## config.mk

```make
export PLATFORM = sky130hd
export DESIGN_NAME = ctl_decode_top
export DESIGN_NICKNAME = d
export VERILOG_FILES = /design/src/rtl/ctl_pkg.sv /design/src/rtl/ctl_fields.sv /design/src/rtl/ctl_opdec.sv /design/src/rtl/ctl_nextpc.sv /design/src/rtl/ctl_decode_top.sv
export SDC_FILE = /design/constraint.sdc
export NUM_CORES = 1
export LEC_CHECK = 0
export ABC_AREA = 1
export BUFFER_PORTS_ARGS = -buffer_cell sky130_fd_sc_hd__buf_2
export CAP_MARGIN = 40
export CORE_MARGIN = 10
export CORE_UTILIZATION = 31
export DETAILED_ROUTE_END_ITERATION = 8
export PLACE_DENSITY = 0.88
export RECOVER_POWER = 100
export SYNTH_ARGS = -nofsm -noshare
export SYNTH_HDL_FRONTEND = slang
export SYNTH_SLANG_ARGS = --single-unit
export TNS_END_PERCENT = 5
```

## constraint.sdc

```tcl
create_clock -name vclk -period 1.2
set_input_delay 0.3 -clock vclk [all_inputs]
set_output_delay 0.3 -clock vclk [all_outputs]
set_load 0.05 [all_outputs]
```

## src/rtl/ctl_pkg.sv

```systemverilog
package ctl_pkg;
   localparam int BYTE_W  = 8;
   localparam int INSTR_W = 4 * BYTE_W;

   typedef enum logic [BYTE_W-1:0] {
      OPC_LOADI = 8'h00,
      OPC_MOV   = 8'h01,
      OPC_ADD   = 8'h02,
      OPC_SUB   = 8'h03,
      OPC_AND   = 8'h04,
      OPC_OR    = 8'h05,
      OPC_JMP   = 8'h06,
      OPC_BEQ   = 8'h07
   } opcode_e;

   typedef enum logic [2:0] {
      ALU_FWD = 3'b000,
      ALU_ADD = 3'b001,
      ALU_AND = 3'b010,
      ALU_OR  = 3'b011
   } alu_sel_e;

   typedef struct packed {
      logic       wr_en;
      logic [2:0] alu_sel;
      logic       use_imm;
      logic       negate;
      logic       is_jump;
      logic       is_beq;
   } ctl_t;
endpackage

```

## src/rtl/ctl_fields.sv

```systemverilog
module ctl_fields
   import ctl_pkg::*;
#(
   parameter int REG_AW = 3
) (
   input  logic [INSTR_W-1:0] instr,
   output logic [BYTE_W-1:0]  opcode,
   output logic [REG_AW-1:0]  rd_addr,
   output logic [REG_AW-1:0]  rs1_addr,
   output logic [REG_AW-1:0]  rs2_addr,
   output logic [BYTE_W-1:0]  imm_val,
   output logic [BYTE_W-1:0]  ofs_raw
);
   localparam int OPC_LSB = 3 * BYTE_W;
   localparam int DST_LSB = 2 * BYTE_W;
   localparam int SR1_LSB = BYTE_W;
   localparam int SR2_LSB = 0;

   always_comb begin
      opcode   = instr[OPC_LSB +: BYTE_W];
      rd_addr  = instr[DST_LSB +: REG_AW];
      rs1_addr = instr[SR1_LSB +: REG_AW];
      rs2_addr = instr[SR2_LSB +: REG_AW];
      imm_val  = instr[SR2_LSB +: BYTE_W];
      ofs_raw  = instr[DST_LSB +: BYTE_W];
   end
endmodule

```

## src/rtl/ctl_opdec.sv

```systemverilog
module ctl_opdec
   import ctl_pkg::*;
(
   input  logic [BYTE_W-1:0] opcode,
   output ctl_t              ctl
);
   always_comb begin
      ctl = '0;
      case (opcode)
         OPC_LOADI: begin ctl.wr_en = 1'b1; ctl.alu_sel = ALU_FWD; ctl.use_imm = 1'b1; end
         OPC_MOV:   begin ctl.wr_en = 1'b1; ctl.alu_sel = ALU_FWD; end
         OPC_ADD:   begin ctl.wr_en = 1'b1; ctl.alu_sel = ALU_ADD; end
         OPC_SUB:   begin ctl.wr_en = 1'b1; ctl.alu_sel = ALU_ADD; ctl.negate = 1'b1; end
         OPC_AND:   begin ctl.wr_en = 1'b1; ctl.alu_sel = ALU_AND; end
         OPC_OR:    begin ctl.wr_en = 1'b1; ctl.alu_sel = ALU_OR;  end
         OPC_JMP:   begin ctl.is_jump = 1'b1; end
         OPC_BEQ:   begin ctl.alu_sel = ALU_ADD; ctl.negate = 1'b1; ctl.is_beq = 1'b1; end
         default:   ctl = '0;
      endcase
   end
endmodule

```

## src/rtl/ctl_nextpc.sv

```systemverilog
module ctl_nextpc
   import ctl_pkg::*;
#(
   parameter int OFS_SHIFT = 2,
   parameter int OFS_W     = 11
) (
   input  logic              is_jump,
   input  logic              is_beq,
   input  logic              alu_zero,
   input  logic [BYTE_W-1:0] ofs_raw,
   output logic              redirect,
   output logic [OFS_W-1:0]  byte_ofs
);
   localparam int PAD = OFS_W - BYTE_W - OFS_SHIFT;

   if (OFS_SHIFT < 1) begin : g_bad_shift
      $error("ctl_nextpc: OFS_SHIFT must be at least 1");
   end
   if (PAD < 0) begin : g_bad_width
      $error("ctl_nextpc: OFS_W too narrow for the scaled offset");
   end

   if (PAD > 0) begin : g_ext
      assign byte_ofs = {{PAD{ofs_raw[BYTE_W-1]}}, ofs_raw, {OFS_SHIFT{1'b0}}};
   end else begin : g_exact
      assign byte_ofs = {ofs_raw, {OFS_SHIFT{1'b0}}};
   end

   always_comb redirect = is_jump | (is_beq & alu_zero);
endmodule

```

## src/rtl/ctl_decode_top.sv

```systemverilog
module ctl_decode_top
   import ctl_pkg::*;
#(
   parameter int NUM_REGS  = 8,
   parameter int OFS_SHIFT = 2,
   parameter int OFS_W     = 11,
   localparam int REG_AW   = $clog2(NUM_REGS)
) (
   input  logic [31:0]       instr,
   input  logic              alu_zero,
   output logic [REG_AW-1:0] rd_addr,
   output logic [REG_AW-1:0] rs1_addr,
   output logic [REG_AW-1:0] rs2_addr,
   output logic [7:0]        imm_val,
   output logic              reg_wr_en,
   output logic [2:0]        alu_sel,
   output logic              use_imm,
   output logic              negate_b,
   output logic              pc_redirect,
   output logic [7:0]        branch_ofs,
   output logic [OFS_W-1:0]  pc_byte_ofs
);
   if (NUM_REGS < 2 || NUM_REGS > 256 || (1 << REG_AW) != NUM_REGS) begin : g_bad_regs
      $error("ctl_decode_top: NUM_REGS must be a power of two from 2 to 256");
   end

   logic [BYTE_W-1:0] opcode;
   ctl_t              ctl;

   ctl_fields #(.REG_AW(REG_AW)) u_fields (
      .instr   (instr),
      .opcode  (opcode),
      .rd_addr (rd_addr),
      .rs1_addr(rs1_addr),
      .rs2_addr(rs2_addr),
      .imm_val (imm_val),
      .ofs_raw (branch_ofs)
   );

   ctl_opdec u_opdec (
      .opcode(opcode),
      .ctl   (ctl)
   );

   ctl_nextpc #(.OFS_SHIFT(OFS_SHIFT), .OFS_W(OFS_W)) u_nextpc (
      .is_jump (ctl.is_jump),
      .is_beq  (ctl.is_beq),
      .alu_zero(alu_zero),
      .ofs_raw (branch_ofs),
      .redirect(pc_redirect),
      .byte_ofs(pc_byte_ofs)
   );

   always_comb begin
      reg_wr_en = ctl.wr_en;
      alu_sel   = ctl.alu_sel;
      use_imm   = ctl.use_imm;
      negate_b  = ctl.negate;
   end

   always_comb begin
      AST_WR_NO_REDIRECT: assert (!(reg_wr_en && pc_redirect));
      AST_SEL_IN_RANGE:   assert (alu_sel[2] == 1'b0);
      AST_NEG_USES_ADD:   assert (!negate_b || alu_sel == ALU_ADD);
      AST_IMM_NOT_NEG:    assert (!(use_imm && negate_b));
      AST_REDIR_OPCODE:   assert (!pc_redirect || opcode == OPC_JMP || opcode == OPC_BEQ);
      AST_OFS_TRACKS_RAW: assert (pc_byte_ofs[OFS_SHIFT +: 8] == branch_ofs);
   end
endmodule

```

==> results of run 1 <==
kinds of logic after synthesis:
| group | after synthesis | share of synthesized area [%] |
|---|---|---|
| simple gates | 24 | 29.18 |
| compound gates | 1 | 1.983 |
| buf+inv | 43 | 67.99 |
| other cells | 1 | 0.8490 |
what timing repair did:
| action | CTS | global route |
|---|---|---|
| gates cloned | 0 | 0 |
| gates resized for setup | 28 | 9 |
| endpoints found under the setup margin | 6 | 6 |
| pin swaps | 5 | 6 |
worst paths after layout:
check                      from         end  slack, ns  depth (start not counted)
worst max-delay path  instr[28]  alu_sel[0]      -0.14                          7
worst min-delay path   instr[6]  imm_val[6]       0.60                          0
metal layers:
metal | up-vias | global-route usage, %
met1 | 124 | 4.682
met2 | 19 | 7.822
met3 | 11 | 3.704
met5 | - | 0
li1 | 134 | -
met4 | 0 | 2.685
cells in the mapped netlist (all sizes together):
master | instances | area share [%]
nand2 | 12 | 11
o21ai | 1 | 2.0
inv | 6 | 5.1
buf | 37 | 63
conb | 1 | 0.85
nor2 | 6 | 8.5
nor3 | 1 | 1.1
nand3 | 4 | 6.8
nand4 | 1 | 1.4
power by group through the flow:
stage	Clock [mW]	Sequential, mW	Combinational (mW)
finish	0	0	0.111
global route	0	0	0.119
detailed placement	0	0	0.0820
floorplan	0	0	0.363
global placement	0	0	0.0805
CTS	0	0	0.101
cell usage in the layout, fill, tap and decap left out, drive strengths merged:
cell and count:
inv 6, nor2 6, conb 3, nor3 1, nand3 4, o21ai 1
nand4 1, nand2 12, buf 18
cell type report:
type | instances | area (µm²)
multi-input combinational | 28 | 225.2
tap | 15 | 18.77
fill | 141 | 860.8
timing repair buffer | 18 | 185.2
inverter | 6 | 27.53
==> flow_metrics.py, run 1 <==
metrics = {
    "critical_path": {
        "end_kind": "output pin",
        "path_class": "in -> out",
        "crit_fanout": 3,
        "cp_slowest_stage_delay_ns": 0.15,
        "critPathTopFamily": "simple AND/OR/NAND/NOR gates",
        "arrival_ns": 1.04,
        "cp-start-kind": "primary input",
        "cpMaxStageDelayCell": "buf_8",
        "crit_chain": "buf_6 > nor2_4 > nand2_4 > nor2_4 > nand2_1 > nand3_2 > buf_8",
        "crit_path_frequent_cell": "nor2_4",
        "crit_required_ns": 0.90,
        "worst-path-buf-inv": 2,
    },
    "yosys": {
        "yosysSeqAreaShare_pct": 0,
        "synth_cell_type_count": 14,
        "synth_area_um2": 441.7,
        "syn_inst": 69,
        "postSynthAreaPerCell_um2": 6.401,
        "yosys_warnings": 0,
    },
    "sta": {
        "hold_ws_ns": 0.6000,
        "rsz0062_at_grt": "true",
        "slew_violations": 0,
        "setup-tns-final_ns": -0.7224,
        "hold_violations": 0,
        "fmax_mhz": 746.9,
        "min_period_ns": 1.339,
        "worst_slack_ns": -0.1389,
        "setup_viol": 6,
        "period_share_pct": 111.6,
    },
    "place": {
        "dp.cells": 67,
        "hpwlAfterDp_um": 749.2,
        "portBuffers": 15,
        "dp_slack_ns": -0.3009,
        "place.gp.congestion": 0.6354,
        "dpl_cell_area_um2": 324.1,
    },
    "detailed_routing": {
        "wl_met3_um": 202,
        "drt-pass1-iter-count": 1,
        "drt-total-wl_um": 976,
        "wl_met1_um": 267,
        "antenna_left": 0,
        "wire_per_inst_um": 14.57,
        "highest_layer": "met4",
        "num_vias": 288,
        "wl_met2_um": 470,
        "vias_per_cell": 4.299,
        "drt_iter0_drc": 0,
        "drc": 0,
    },
    "power": {
        "p_per_area_nw_per_um2": 243.9,
        "p_seq_share_pct": 0,
        "pwr-share-clk_pct": 0,
        "finalPower_uw": 111.4,
        "power.leakage_nw": 0.2390,
        "max-vdd-ir-drop_mv": 0.08457,
        "p_sw_share_pct": 63.32,
        "p_int_uw": 40.85,
        "p_sw_uw": 70.53,
        "combPwrFrac_pct": 100.0,
    },
    "global_route": {
        "overflow": 0,
        "grt_pass1_vias": 305,
        "grtUsageTotal_pct": 4.989,
        "grt_max_degree": 5,
        "grt_pass1_wl_mm": 1.435,
        "antenna_found_initial": 0,
    },
    "final_layout": {
        "final_area_um2": 456.7,
        "final_cell_count_no_fill": 67,
        "num_antenna_cells": 0,
        "fin_util_pct": 34.66,
        "design.seq.count": 0,
        "syn_to_final_growth_pct": 3.399,
        "nClkBuffers": 0,
        "post_route_cells_drive_above_1_share_pct": 80.77,
        "register_area_um2": 0,
        "fin_nets": 87,
    },
    "floorplan": {
        "fp.coreArea_um2": 1318,
        "die_area_um2": 3334,
        "die_x_um": 57.75,
        "initial_utilization_pct": 33.52,
        "die_y_um": 57.75,
        "ioPinCount": 76,
        "num_rows": 13,
    },
    "outcome": {
        "violations": "setup timing",
        "status": "finished with violations",
    },
    "clocking": {
        "cts_setup_buffers": 0,
        "hold_buffers": 0,
    },
    "run": {
        "max_cap_violations": 0,
    },
    "min_path": {
        "hold_path_class": "in -> out",
    },
}
No activity file was read; power rests on OpenSTA's default activity.
==> inputs of run 2 (changes only) <==
BUFFER_PORTS_ARGS = unset   (was -buffer_cell sky130_fd_sc_hd__buf_2)
CORE_AREA = 10 10 47 49   (was unset)
CORE_MARGIN = unset   (was 10)
CORE_UTILIZATION = unset   (was 31)
DIE_AREA = 0 0 57 59   (was unset)
DONT_BUFFER_PORTS = 1   (was unset)
PLACE_DENSITY = 0.45   (was 0.88)
==> flow_metrics.py, run 2 (synthesis results as in run 1) <==
metrics = {
    "outcome": {
        "status": "finished with violations",
        "violations": "setup timing",
    },
    "place": {
        "hpwlAfterDp_um": 725.5,
        "portBuffers": 0,
        "dp_slack_ns": -0.09751,
        "dp.cells": 52,
        "place.gp.congestion": 0.7101,
    },
    "power": {
        "p_seq_share_pct": 0,
        "p_per_area_nw_per_um2": 207.5,
        "finalPower_uw": 65.95,
        "combPwrFrac_pct": 100.0,
        "p_int_uw": 14.80,
        "p_sw_share_pct": 77.56,
        "p_sw_uw": 51.15,
        "pwr-share-clk_pct": 0,
        "max-vdd-ir-drop_mv": 0.05370,
        "power.leakage_nw": 0.1643,
    },
    "sta": {
        "period_share_pct": 101.0,
        "hold_ws_ns": 0.6000,
        "min_period_ns": 1.212,
        "setup_viol": 3,
        "worst_slack_ns": -0.01164,
        "rsz0062_at_grt": "true",
        "slew_violations": 0,
        "fmax_mhz": 825.3,
        "hold_violations": 0,
    },
    "detailed_routing": {
        "highest_layer": "met4",
        "wl_met2_um": 392,
        "antenna_left": 0,
        "wl_met3_um": 186,
        "wire_per_inst_um": 15.56,
        "vias_per_cell": 4.096,
        "drc": 0,
        "num_vias": 213,
        "drt_iter0_drc": 12,
        "drt-pass1-iter-count": 2,
        "drt-total-wl_um": 809,
        "wl_met1_um": 224,
    },
    "global_route": {
        "grtUsageTotal_pct": 4.131,
        "grt_max_degree": 6,
        "grt_pass1_vias": 218,
        "grt_pass1_wl_mm": 1.179,
        "antenna_found_initial": 0,
        "overflow": 0,
    },
    "final_layout": {
        "fin_nets": 71,
        "design.seq.count": 0,
        "fin_util_pct": 22.68,
        "nClkBuffers": 0,
        "mostFrequentLayoutCell": "nand2_2",
        "fillers": 164,
        "post_route_cells_drive_above_1_share_pct": 69.44,
        "syn_to_final_growth_pct": -28.05,
        "multi_input_area_um2": 232.7,
        "num_antenna_cells": 0,
        "mostFrequentLayoutCells": "nand2_2 (5), nand2_4 (4)",
        "final_cell_count_no_fill": 52,
        "register_area_um2": 0,
    },
    "floorplan": {
        "fp.coreArea_um2": 1401,
        "initial_utilization_pct": 31.52,
        "die_y_um": 59,
        "die_x_um": 57,
        "ioPinCount": 76,
        "die_area_um2": 3363,
        "num_rows": 14,
    },
    "min_path": {
        "whs_path_depth": 0,
        "hold_path_class": "in -> out",
        "hp-start": "instr[4]",
        "whs_endpoint": "imm_val[4]",
    },
    "critical_path": {
        "crit_required_ns": 0.90,
        "crit_fanout": 4,
        "arrival_ns": 0.91,
        "end_kind": "output pin",
        "path_class": "in -> out",
        "cp-start-kind": "primary input",
        "crit_start": "instr[29]",
    },
    "run": {
        "max_cap_violations": 0,
    },
    "clocking": {
        "cts_setup_buffers": 0,
        "hold_buffers": 0,
    },
}
run 2: final cells by class:
cell class	instances	area share, %
Inverter	6	7.874
Multi-Input combinational cell	28	73.23
Timing Repair Buffer	2	12.60
Tap cell	16	6.299
run 2: power by group through the flow:
stage	clock network [mW]	registers (mW)	logic, mW
3_3_place_gp	0	0	0.0555
2_1_floorplan	0	0	0.363
5_1_grt	0	0	0.0705
3_5_place_dp	0	0	0.0559
4_1_cts	0	0	0.0604
6_report	0	0	0.0659
run 2: worst max path at each step:
stage / endpoint / slack [ns] / cells after the start
3_3_place_gp: negate_b / -0.09 / 5
2_1_floorplan: use_imm / -0.05 / 3
3_5_place_dp: alu_sel[0] / -0.1 / 5
6_report: alu_sel[0] / -0.01 / 5
4_1_cts: reg_wr_en / -0.05 / 6
5_1_grt: reg_wr_en / -0.07 / 6
run 2: routing by layer:
metal | track usage, % | up-vias
met5 | 0 | -
met4 | 1.007 | 0
met1 | 3.404 | 84
met3 | 4.077 | 4
li1 | - | 102
met2 | 6.977 | 23
run 2: what timing repair did:
action | CTS | global route
endpoints found under the setup margin | 5 | 6
pin swaps | 5 | 4
resized for setup | 7 | 10
run 2: worst max-delay path: stages:
cell     delay, ns
nor2_4        0.10
nand2_4       0.10
inv_4         0.09
nand2_1       0.13
nand3_4       0.18
run 2: per-stage QoR:
step | area [µm²] | setup TNS (ns)
2_1_floorplan | 473.0 | -0.1729
3_3_place_gp | 255.2 | -0.3864
3_5_place_dp | 255.2 | -0.4319
4_1_cts | 290.3 | -0.1144
5_1_grt | 317.8 | -0.2226
6_report | 317.8 | -0.03291
==> inputs of run 3 (changes only) <==
ABC_AREA = 0   (was 1)
PLACE_DENSITY = 0.41   (was 0.45)
==> flow_metrics.py, run 3 <==
metrics = {
    "global_route": {
        "grtUsageTotal_pct": 3.744,
        "antenna_found_initial": 0,
        "grt_pass1_vias": 188,
        "grt_pass1_wl_mm": 1.097,
        "grt_max_degree": 7,
        "overflow": 0,
    },
    "power": {
        "power.leakage_nw": 0.1118,
        "p_per_area_nw_per_um2": 178.4,
        "max-vdd-ir-drop_mv": 0.03875,
        "finalPower_uw": 55.15,
    },
    "critical_path": {
        "crit_chain": "or4_4 > nor4b_4 > buf_12",
        "crit_fanout": 6,
        "cp-start-kind": "primary input",
        "crit_required_ns": 0.90,
        "arrival_ns": 1.43,
        "cpMaxStageDelayCell": "or4_4",
        "path_class": "in -> out",
        "end_kind": "output pin",
        "crit_start": "instr[31]",
        "cp_slowest_stage_delay_ns": 0.64,
        "critPathTopFamily": "simple AND/OR/NAND/NOR gates",
        "worst-path-buf-inv": 1,
    },
    "final_layout": {
        "multi_input_area_um2": 165.2,
        "post_route_cells_drive_above_1_share_pct": 61.90,
        "fin_nets": 56,
        "design.seq.count": 0,
        "register_area_um2": 0,
        "syn_to_final_growth_pct": -20.06,
        "num_antenna_cells": 0,
        "mostFrequentLayoutCell": "buf_12",
        "final_cell_count_no_fill": 37,
        "mostFrequentLayoutCells": "buf_12 (6), nor3_4 (3), conb_1 (3)",
        "nClkBuffers": 0,
        "fillers": 158,
    },
    "min_path": {
        "hold_path_class": "in -> out",
        "whs_path_depth": 0,
        "hp-start": "instr[5]",
        "whs_endpoint": "imm_val[5]",
    },
    "sta": {
        "worst_slack_ns": -0.5259,
        "period_share_pct": 143.8,
        "min_period_ns": 1.726,
        "slew_violations": 0,
        "setup_viol": 6,
        "fmax_mhz": 579.4,
        "hold_violations": 0,
        "rsz0062_at_grt": "true",
    },
    "detailed_routing": {
        "vias_per_cell": 4.189,
        "drc": 0,
        "drt_iter0_drc": 0,
        "drt-total-wl_um": 713,
        "num_vias": 155,
        "antenna_left": 0,
        "wire_per_inst_um": 19.27,
        "drt-pass1-iter-count": 1,
    },
    "place": {
        "dp.cells": 37,
        "portBuffers": 0,
        "place.gp.congestion": 0.5416,
    },
    "outcome": {
        "status": "finished with violations",
        "violations": "setup timing",
    },
    "yosys": {
        "synth_cell_type_count": 12,
        "ys_top_cells_by_count": "buf_4 (37), nor3_1 (3), nand2_1 (2)",
        "synth.area.top_cells": "buf_4 (72%), a2111oi_4 (7.1%), nor3_1 (3.9%)",
        "synth_area_leader_cell": "buf_4",
        "synth_area_um2": 386.6,
        "postSynthAreaPerCell_um2": 7.581,
        "yosysSeqAreaShare_pct": 0,
        "yosys_warnings": 0,
        "netlist.area_leader.share_pct": 71.84,
        "syn_inst": 51,
        "yosysMostFrequentCell": "buf_4",
    },
    "floorplan": {
        "num_rows": 14,
        "initial_utilization_pct": 27.59,
        "die_y_um": 59,
        "die_area_um2": 3363,
        "ioPinCount": 76,
        "fp.coreArea_um2": 1401,
        "die_x_um": 57,
    },
    "run": {
        "max_cap_violations": 0,
    },
    "clocking": {
        "cts_setup_buffers": 0,
    },
}
[run 3: final cells by class]
class | instances | share of cell area (%)
Timing Repair Buffer | 6 | 38.87
Tap cell | 16 | 6.478
Multi-Input combinational cell | 14 | 53.44
Inverter | 1 | 1.215
[run 3: power by group]
part           internal, mW  switching, mW  total (mW)  leakage, nW
sequential                0              0           0            0
combinational        0.0158         0.0394      0.0551        0.112
clock                     0              0           0            0
total                0.0158         0.0394      0.0551        0.112
[run 3: timing repair]
action	CTS	global route
gates cloned	0	0
endpoints found under the setup margin	6	6
hold buffers	0	0
gates resized for setup	0	0
[run 3: logic make-up after synthesis]
kind of cell	synth area share [%]
multiplexers	2.589
AND/OR/NAND/NOR	15.21
buffers and inverters	74.11
AO/OA/AOI/OAI	7.121
other	0.9699
[run 3: worst max path at each step]
stage / end / cells after the start
3_3_place_gp: pc_redirect / 3
3_5_place_dp: alu_sel[1] / 3
4_1_cts: alu_sel[1] / 3
5_1_grt: pc_redirect / 3
6_report: alu_sel[1] / 3
2_1_floorplan: alu_sel[1] / 3
[run 3: stage by stage]
| stage | cell area (µm²) | hold WS, ns | setup WS, ns | TNS [ns] | util, % |
|---|---|---|---|---|---|
| 2_1_floorplan | 457.9 | 0.6637 | -0.6942 | -3.562 | - |
| 3_3_place_gp | 309.0 | 0.6003 | -0.5071 | -2.785 | 22.05 |
| 3_5_place_dp | 309.0 | 0.6003 | -0.5342 | -2.833 | 22.05 |
| 4_1_cts | 309.0 | 0.6003 | -0.5342 | -2.842 | 22.05 |
| 5_1_grt | 309.0 | 0.6001 | -0.5447 | -2.959 | 22.05 |
| 6_report | 309.0 | 0.6000 | -0.5259 | -2.804 | 22.05 |
[run 3: per-layer routing]
| layer | up-vias | share of wire [%] | global-route usage, % |
|---|---|---|---|
| met3 | 6 | 23 | 3.004 |
| met5 | - | 0 | 0 |
| li1 | 63 | - | - |
| met4 | 0 | 1.1 | 1.678 |
| met1 | 72 | 21 | 2.934 |
| met2 | 14 | 55 | 6.667 |
